===== src/rtl/ict_pkg.sv =====
package ict_pkg;

  typedef enum logic [2:0] {
    M_TERM    = 3'd0,
    M_ONESHOT = 3'd1,
    M_RATE    = 3'd2,
    M_SQUARE  = 3'd3,
    M_SWSTB   = 3'd4,
    M_HWSTB   = 3'd5
  } mode_e;

  // codes 6 and 7 alias the two periodic modes
  function automatic mode_e norm_mode(input logic [2:0] code);
    if (code[2:1] == 2'b11) return mode_e'({1'b0, code[1:0]});
    return mode_e'(code);
  endfunction

  function automatic logic is_periodic(input mode_e m);
    return (m == M_RATE) || (m == M_SQUARE);
  endfunction

  function automatic logic edge_restarts(input mode_e m);
    return (m == M_ONESHOT) || (m == M_RATE) || (m == M_SQUARE) || (m == M_HWSTB);
  endfunction

  function automatic logic level_gated(input mode_e m);
    return (m == M_TERM) || (m == M_RATE) || (m == M_SQUARE) || (m == M_SWSTB);
  endfunction

endpackage


===== src/rtl/ict_decr.sv =====
module ict_decr #(
  parameter int W = 16
) (
  input  logic [W-1:0] val,
  input  logic         bcd,
  output logic [W-1:0] res
);
  localparam int D = W / 4;

  logic [D-1:0] brw;
  logic [W-1:0] bres;

  assign brw[0] = 1'b1;

  for (genvar g = 0; g < D; g++) begin : g_dig
    logic [3:0] dg;
    assign dg = val[4*g +: 4];
    assign bres[4*g +: 4] = !brw[g] ? dg : ((dg == 4'd0) ? 4'd9 : dg - 4'd1);
    if (g < D - 1) begin : g_chain
      assign brw[g+1] = brw[g] & (dg == 4'd0);
    end
  end

  assign res = bcd ? bres : (val - W'(1));

endmodule


===== src/rtl/ict_numval.sv =====
module ict_numval #(
  parameter int W = 16
) (
  input  logic [W-1:0] val,
  input  logic         bcd,
  output logic [W:0]   half
);
  localparam int D = W / 4;

  logic [W:0] acc;
  logic [W:0] wt;
  logic [W:0] nval;

  always_comb begin
    acc = '0;
    wt  = (W+1)'(1);
    for (int d = 0; d < D; d++) begin
      acc = acc + (W+1)'(val[4*d +: 4]) * wt;
      wt  = wt * (W+1)'(10);
    end
    if (bcd) nval = (acc == '0) ? wt : acc;
    else     nval = (val == '0) ? ((W+1)'(1) << W) : {1'b0, val};
    half = (nval + (W+1)'(1)) >> 1;
  end

endmodule


===== src/rtl/ict_channel.sv =====
module ict_channel
  import ict_pkg::*;
#(
  parameter int W = 16
) (
  input  logic         clk,
  input  logic         rst_n,
  input  logic         cnt_en,
  input  logic         gate,
  input  logic         load,
  input  logic [2:0]   load_mode,
  input  logic         load_bcd,
  input  logic [W-1:0] load_val,
  output logic [W-1:0] count,
  output logic         out
);

  logic rs1, rst_s_n;
  always_ff @(posedge clk or negedge rst_n) begin
    if (!rst_n) begin
      rs1     <= 1'b0;
      rst_s_n <= 1'b0;
    end else begin
      rs1     <= 1'b1;
      rst_s_n <= rs1;
    end
  end

  mode_e        mode_q, mode_n;
  logic         bcd_q, bcd_n;
  logic [W-1:0] init_q, init_n;
  logic [W-1:0] cnt_q, cnt_n;
  logic [W:0]   ph_q, ph_n;
  logic         armed_q, armed_n;
  logic         fired_q, fired_n;
  logic         strobe_q, strobe_n;
  logic         gate_q;

  logic [W-1:0] cnt_dec;
  logic [W:0]   half;
  logic         gate_rise, step;
  mode_e        load_m;

  ict_decr #(.W(W)) u_decr (.val(cnt_q), .bcd(bcd_q), .res(cnt_dec));
  ict_numval #(.W(W)) u_half (.val(init_q), .bcd(bcd_q), .half(half));

  assign gate_rise = gate & ~gate_q;
  assign step      = cnt_en & armed_q & (gate | ~level_gated(mode_q));
  assign load_m    = norm_mode(load_mode);

  always_comb begin
    mode_n   = mode_q;
    bcd_n    = bcd_q;
    init_n   = init_q;
    cnt_n    = cnt_q;
    ph_n     = ph_q;
    armed_n  = armed_q;
    fired_n  = fired_q;
    strobe_n = strobe_q;
    if (load) begin
      mode_n   = load_m;
      bcd_n    = load_bcd;
      init_n   = load_val;
      cnt_n    = load_val;
      ph_n     = '0;
      fired_n  = 1'b0;
      strobe_n = 1'b0;
      armed_n  = (load_m != M_ONESHOT) && (load_m != M_HWSTB);
    end else if (gate_rise && edge_restarts(mode_q)) begin
      cnt_n    = init_q;
      ph_n     = '0;
      armed_n  = 1'b1;
      fired_n  = 1'b0;
      strobe_n = 1'b0;
    end else if (step) begin
      if (is_periodic(mode_q)) begin
        if (cnt_q == W'(1)) begin
          cnt_n = init_q;
          ph_n  = '0;
        end else begin
          cnt_n = cnt_dec;
          ph_n  = ph_q + (W+1)'(1);
        end
      end else begin
        cnt_n    = cnt_dec;
        strobe_n = (cnt_q == W'(1)) && !fired_q;
        if (cnt_q == W'(1)) fired_n = 1'b1;
      end
    end
  end

  always_ff @(posedge clk or negedge rst_s_n) begin
    if (!rst_s_n) begin
      mode_q   <= M_TERM;
      bcd_q    <= 1'b0;
      init_q   <= '0;
      cnt_q    <= '0;
      ph_q     <= '0;
      armed_q  <= 1'b0;
      fired_q  <= 1'b0;
      strobe_q <= 1'b0;
      gate_q   <= 1'b0;
    end else begin
      mode_q   <= mode_n;
      bcd_q    <= bcd_n;
      init_q   <= init_n;
      cnt_q    <= cnt_n;
      ph_q     <= ph_n;
      armed_q  <= armed_n;
      fired_q  <= fired_n;
      strobe_q <= strobe_n;
      gate_q   <= gate;
    end
  end

  always_comb begin
    unique case (mode_q)
      M_TERM:    out = fired_q;
      M_ONESHOT: out = !armed_q || fired_q;
      M_RATE:    out = !(armed_q && (cnt_q == W'(1)));
      M_SQUARE:  out = ph_q < half;
      default:   out = !strobe_q;
    endcase
  end

  assign count = cnt_q;

endmodule


===== config.mk =====
export PLATFORM = sky130hd
export DESIGN_NAME = ict_channel
export DESIGN_NICKNAME = d
export VERILOG_FILES = /design/src/rtl/ict_pkg.sv /design/src/rtl/ict_decr.sv /design/src/rtl/ict_numval.sv /design/src/rtl/ict_channel.sv
export SDC_FILE = /design/constraint.sdc
export NUM_CORES = 1
export LEC_CHECK = 0
export BUFFER_PORTS_ARGS = -buffer_cell sky130_fd_sc_hd__buf_2
export CELL_PAD_IN_SITES_DETAIL_PLACEMENT = 1
export CELL_PAD_IN_SITES_GLOBAL_PLACEMENT = 2
export CORE_AREA = 2 2 129 131
export CTS_CLUSTER_SIZE = 20
export DETAILED_ROUTE_END_ITERATION = 16
export DIE_AREA = 0 0 131 133
export MAX_ROUTING_LAYER = met4
export PLACE_DENSITY_LB_ADDON = 0.1
export SLEW_MARGIN = 30
export SYNTH_ARGS = -nofsm -noshare
export SYNTH_HDL_FRONTEND = slang
export SYNTH_SLANG_ARGS = --single-unit

===== constraint.sdc =====
create_clock -name clk -period 7.8 [get_ports clk]
set_input_delay 0.78 -clock clk [delete_from_list [all_inputs] [get_ports clk]]
set_output_delay 0.78 -clock clk [all_outputs]
set_load 0.03 [all_outputs]

Yosys cells after proc, flatten, opt, wreduce, memory -nomap -nowiden
Index checks and enable logic that the tools add are counted.
{ "word_totals": {"wordCells": 109, "register_bits": 59, "output_inout_bits": 17, "in_bits": 25} }
{ "classes": {"addsub": 10, "mux": 36, "multipliers": 3, "eq_ne": 10, "magnitude_cmp": 1, "reduce_logical": 30, "n_bitwise": 8} }
{ "op_table": {"columns": ["cell", "n"], "rows": [
  ["17-bit two-way mux", 8],
  ["16-bit two-way mux", 6],
  ["17-bit by 1-bit adder with 17-bit output, second input constant", 2],
  ["4-bit two-way mux", 7],
  ["17-bit by 11-bit adder with 17-bit output", 1],
  ["17-bit by 14-bit adder with 17-bit output", 1],
  ["17-bit zero test", 1],
  ["17-bit by 16-bit < comparator with 1-bit output", 1],
  ["16-bit by 1-bit equality test with 1-bit output, second input constant", 1],
  ["16-bit zero test", 1],
  ["4-bit zero test", 4],
  ["16-bit by 1-bit subtractor with 16-bit output, second input constant", 1],
  ["4-bit by 1-bit subtractor with 4-bit output, second input constant", 4],
  ["1-bit two-way mux", 12],
  ["4-bit by 7-bit multiplier with 11-bit output, second input constant", 1],
  ["4-bit by 8-bit adder with 9-bit output", 1],
  ["4-bit by 5-bit multiplier with 9-bit output, second input constant", 1],
  ["3-bit nonzero test", 3],
  ["1-bit logical OR", 8],
  ["4-bit by 3-bit multiplier with 7-bit output, second input constant", 1],
  ["3-bit by 2-bit equality test with 1-bit output, second input constant", 2],
  ["3-bit equality test, second input constant", 2],
  ["3-bit two-way mux", 2],
  ["3-bit != test, second input constant", 2],
  ["13 further kinds", 25]
]} }

Longest topological paths before layout
{ "logic_depth": {"ltp_word": 10, "mapped_depth": 26, "ltp_nobuf": 26} }

Cells and area by module
A second synthesis with hierarchy kept.
{ "unflattened": {"cells_unflattened": 712, "hier_area_um2": 6377.4} }
{ "modules_own_cells": {"columns": ["module", "n_inst", "cells_per_inst", "area_per_inst_um2", "seq_area_each_um2"], "rows": [
  ["ict_channel", 1, 332, 3334.4, 1476.4],
  ["ict_numval", 1, 311, 2583.7, 0.0],
  ["ict_decr", 1, 69, 459.2, 0.0]
]} }

Worst setup path before layout
OpenSTA, ideal clock, no wires.
{ "synth_path": {"path_kind": "reg-to-output", "start": "register init_q[13]", "end": "output port out", "n_path_buf": 0, "t_arrival_ns": 6.317, "required_time_ns": 7.020, "path_slack_ns": 0.703, "stages_incl_launch_ff": 25, "path_cell_list": "dfrtp_1 -> fa_1 -> inv_1 -> fa_1 -> inv_1 -> ha_1 -> xor2_1 -> fa_1 -> inv_1 -> ha_1 -> nor3b_1 -> a311o_1 -> a211o_1 -> nor3_1 -> nand4b_1 -> a2111o_1 -> o21a_1 -> xnor2_1 -> ha_1 -> a21o_1 -> a21o_1 -> a21oi_1 -> o21ai_0 -> and3_1 -> o21ai_0"} }
{ "synth_between": {"elab_chain_len": 8, "elab_cells_between_ends": 10, "cone_classes": "add/sub (2); mul (1); order compare (1); mux (4); reduce/logical (2)"} }
{ "synth_lines": {"columns": ["item", "line_no", "text"], "rows": [
  ["from (decl)", "ict_channel.sv:31", "logic [W-1:0] init_q, init_n;"],
  ["from (signal assigned)", "ict_channel.sv:106", "init_q <= init_n;"],
  ["4-bit by 7-bit multiplier with 11-bit output", "ict_numval.sv:18", "acc = acc + (W+1)'(val[4*d +: 4]) * wt;"],
  ["17-bit by 14-bit adder with 17-bit output", "ict_numval.sv:18", null],
  ["17-bit zero test", "ict_numval.sv:21", "if (bcd) nval = (acc == '0) ? wt : acc;"],
  ["17-bit two-way mux", "ict_numval.sv:21", null],
  ["17-bit two-way mux *", "ict_numval.sv:21", null],
  ["17-bit by 1-bit adder with 17-bit output *", "ict_numval.sv:23", "half = (nval + (W+1)'(1)) >> 1;"],
  ["17-bit by 16-bit < comparator with 1-bit output *", "ict_channel.sv:121", "M_SQUARE: out = ph_q < half;"],
  ["1-bit one-hot mux with 4 select lines *", "ict_channel.sv:117", "unique case (mode_q)"],
  ["to (decl)", "ict_channel.sv:15", "output logic out"]
]} }
Mark *: on every way between the ends. The rest lies on a longest branch, timed or not.

Worst setup path in the final report
{ "layout_path": {"start": "register init_q[14]", "end": "output port out"} }
The elaborated chain is that of the path after synthesis.

==> results.py <==
metrics = {
    "outcome": {
        "status": "finished, final reports clean",
    },
    "power_and_ir_drop": {
        "p_leak_uw": 0.00314,
        "ir_worst_vdd_v": 0.000144,
        "combPwrFrac_pct": 63.8,
        "swShare_pct": 46.7,
        "sequentialPowerShare_pct": 16.9,
        "p_per_area_mw_per_mm2": 337,
        "p_clk_share_pct": 19.3,
        "switching_power_uw": 1090,
        "internal-power_uw": 1240,
        "total_power_uw": 2330,
    },
    "yosys": {
        "synth-edff-count": 0,
        "async_reset_ff_share_pct": 100,
        "synthMuxAreaShare_pct": 2.35,
        "synthSimpleGateAreaFrac_pct": 21.3,
        "synth_seq_cells": 59,
        "yosysSeqAreaShare_pct": 24.5,
        "postSynthCellCount": 733,
        "yosys_warnings": 0,
        "syn_nets": 841,
        "ys_types": 68,
        "synth_xor_area_share_pct": 6.69,
        "synth_top_family_by_area": "simple AND/OR/NAND/NOR gates",
        "netlist_area_mm2": 0.00602,
        "ys.flop_type": "dfrtp_1",
        "synth.avg_cell_area_um2": 8.21,
        "synth-compound-area-share_pct": 20.6,
        "synth-adder-area-share_pct": 19.4,
    },
    "sta": {
        "setup_tns_ps": 0,
        "setup_viol": 0,
        "drv_slew": 0,
        "slew_headroom_pct": 47.8,
        "setup_ws_ps": 322,
        "fmax_mhz": 134,
        "layout_min_cycle_time_ps": 7480,
        "hold_viol_final": 0,
        "post-route-period-util_pct": 95.9,
        "clock_skew_ps": 8.61,
        "whs_ps": 212,
        "worst-slew-pin-transition_ps": 783,
    },
    "clock_network": {
        "cts.path.max_buffers": 2,
        "cts_root_buffer": "clkbuf_16",
        "clock_latency_ps": 340,
        "cts_buffers": 9,
        "path_clk_slew_ps": 60,
        "h-tree-depth": 3,
        "cts_tree": "done",
        "numClockSinks": 59,
    },
    "floorplan": {
        "dieArea_mm2": 0.0174,
        "std_cell_rows": 47,
        "core_area_mm2": 0.0162,
        "io_pins": 42,
        "dieHeight_um": 133,
        "die_w_um": 131,
        "initial_utilization_pct": 37.2,
    },
    "detailed_routing": {
        "post_drt_wl_per_cell_um": 19.0,
        "wirelength_um": 19100,
        "vias_per_cell": 5.56,
        "drt_first_pass_iters": 6,
        "initialDrtViolationCount": 211,
        "postRouteAntennaNets": 0,
        "drc": 0,
        "vias": 5586,
    },
    "grt": {
        "grt-ovfl-total": 0,
        "antenna_found_initial": 0,
        "grt_pass1_vias": 5805,
        "grt_max_degree": 58,
        "grt_util_all_layers_pct": 23.3,
        "grt_pass1_wl_um": 30800,
    },
    "critical_path": {
        "crit_arrival_ps": 6700,
        "path_class": "register to output port",
        "cp_slowest_cell": "fa_1",
        "reg2regPathDepth": 8,
        "max_stage_delay_ps": 540,
        "path_max_fanout": 6,
        "crit_buf_inv": 4,
        "startpoint": "init_q[14]",
        "start_kind": "register",
        "r2r_slack_ps": 4650,
        "worstPathRequired_ps": 7020,
        "critPathTopFamily": "adder cells",
        "critPathCapture": "out",
        "end_kind": "output port",
        "reg2reg_to": "count[11]",
        "path_depth": 24,
        "reg2reg_from": "bcd_q",
        "path_cells": "buf_4 > ha_1 > fa_1 > inv_1 > fa_1 > fa_1 > inv_1 > ha_1 > and2_4 > a221oi_4 > a211oi_1 > nor3_2 > nand4b_1 > a2111o_1 > o21a_1 > xnor2_1 > ha_1 > a21o_1 > a21o_1 > a21oi_2 > o21ai_0 > and3_1 > o21ai_1 > buf_4",
    },
    "placed_design": {
        "placed_area_mm2": 0.00646,
        "numPortBuffers": 41,
        "dp_hpwl_um": 14900,
        "place_ws_ps": 311,
        "gp_congestion": 0.851,
    },
    "worst_hold_path": {
        "hold_path_class": "input pin to asynchronous set/reset pin",
    },
    "layout": {
        "mostFrequentLayoutCell": "nor2_1",
        "final_cell_mix": "nor2_1 (74), nand2_1 (64), ha_1 (62)",
        "final_area_mm2": 0.00693,
        "area_growth_pct": 15.2,
        "n_antenna_cell": 0,
        "final_layout_size_suffix_gt1_share_pct": 13.5,
        "nFillCells": 1956,
        "fin_nets": 888,
    },
    "run": {
        "cap_violations": 0,
    },
}
cell families after synthesis:
kind of cell               after synthesis
buffers and inverters                   80
adders and majority gates               83
xor gates and xnor gates                46
and+or+nand+nor                        258
AOI/OAI and AO/OA                      193
other                                    1
muxes                                   13
DFF                                     59
timing repair:
| action | 4_1_cts | 5_1_grt |
|---|---|---|
| gates resized for setup | 2 | 13 |
| pin swaps | 0 | 6 |
| setup endpoints to repair | 1 | 1 |
| hold buffers | 0 | 0 |
| setup buffers | 0 | 11 |
cell type report:
class	count	area, um^2	area share [%]
clock buffers	12	256	3.70
clock inverters	4	73.8	1.06
inverters	57	214	3.09
multi-input cells	594	4290	61.8
flip-flops and latches	59	1480	21.4
well taps	220	275	3.97
repair buffers	59	345	4.98
Yosys cell counts, types with 2 or more instances:
cell | instances | area (um^2)
xor2_1 | 26 | 228
nand4b_1 | 2 | 17.5
nor3_2 | 3 | 30.0
fa_1 | 17 | 340
o211ai_1 | 4 | 30.0
nor2_1 | 74 | 278
or2_2 | 3 | 18.8
a2111oi_0 | 2 | 17.5
a211oi_1 | 8 | 60.1
and2_1 | 4 | 25.0
nand3b_1 | 2 | 15.0
mux2i_1 | 7 | 70.1
nor2b_1 | 12 | 75.1
o21a_1 | 5 | 37.5
ha_1 | 66 | 826
nor3_1 | 16 | 80.1
o21ai_0 | 60 | 300
and3_1 | 11 | 68.8
o31ai_1 | 3 | 22.5
nand3_1 | 25 | 125
nor3b_1 | 2 | 15.0
nand2_1 | 64 | 240
o21ai_1 | 3 | 15.0
o22ai_1 | 4 | 25.0
dfrtp_1 | 59 | 1480
nor4b_1 | 3 | 26.3
nand4_1 | 10 | 62.6
mux2_2 | 5 | 56.3
a21o_1 | 13 | 97.6
clkbuf_1 | 16 | 60.1
or2_1 | 2 | 12.5
a311o_1 | 4 | 40.0
inv_1 | 57 | 214
a22o_1 | 3 | 26.3
a21oi_1 | 40 | 200
a211o_1 | 10 | 87.6
nor4_1 | 5 | 31.3
buf_2 | 4 | 20.0
buf_1 | 3 | 11.3
or3_1 | 2 | 12.5
a221oi_1 | 2 | 17.5
a31oi_1 | 17 | 106
nand2b_1 | 11 | 68.8
xnor2_1 | 20 | 175
per-layer routing:
| metal | GRT usage [%] | wire length [um] | share of wire, % |
|---|---|---|---|
| met1 | 29.6 | 8600 | 45 |
| met2 | 38.4 | 9710 | 51 |
| met5 | - | 0 | 0 |
| met3 | 3.11 | 449 | 2.3 |
| met4 | 6.74 | 361 | 1.9 |
worst min path at each step:
stage	from	endpoint	slack, ps	cells after the start
after CTS	rst_n	rst_s_n	200	1
after global placement	rs1	rst_s_n	340	0
after floorplan	rs1	rst_s_n	330	0
final	rst_n	rst_s_n	210	1
after detailed placement	rs1	rst_s_n	350	0
after global routing	rst_n	rst_s_n	200	1
sequential cells by signal, indices dropped and copies added (netlist names):
register and count:
count 16, init_q 16, ph_q 17, strobe_q 1, rst_s_n 1, bcd_q 1, mode_q 3, rs1 1
gate_q 1, fired_q 1, armed_q 1
per-stage QoR:
step                util [%]  cells
floorplan                  -    733
global placement        40.0    978
detailed placement      40.0    978
CTS                     42.0    994
global route            42.9   1005
finish                  42.9   1005
worst reg2reg max path: cells and delay by family, from the launching register on:
| kind | cells | cell delay [ps] |
|---|---|---|
| buffers and inverters | 1 | 540 |
| XOR/XNOR | 1 | 160 |
| AND/OR/NAND/NOR | 3 | 820 |
| flip-flops | 1 | 840 |
| AO/OA/AOI/OAI | 3 | 720 |
power by group through the flow:
stage / logic (uW) / registers, uW / clock network, uW
2_1_floorplan: 1010 / 415 / 0
5_1_grt: 1660 / 400 / 475
6_report: 1490 / 394 / 451
3_3_place_gp: 1340 / 396 / 0
4_1_cts: 1400 / 394 / 461
3_5_place_dp: 1380 / 399 / 0
Note: power is estimated with default switching activity, not from simulation.
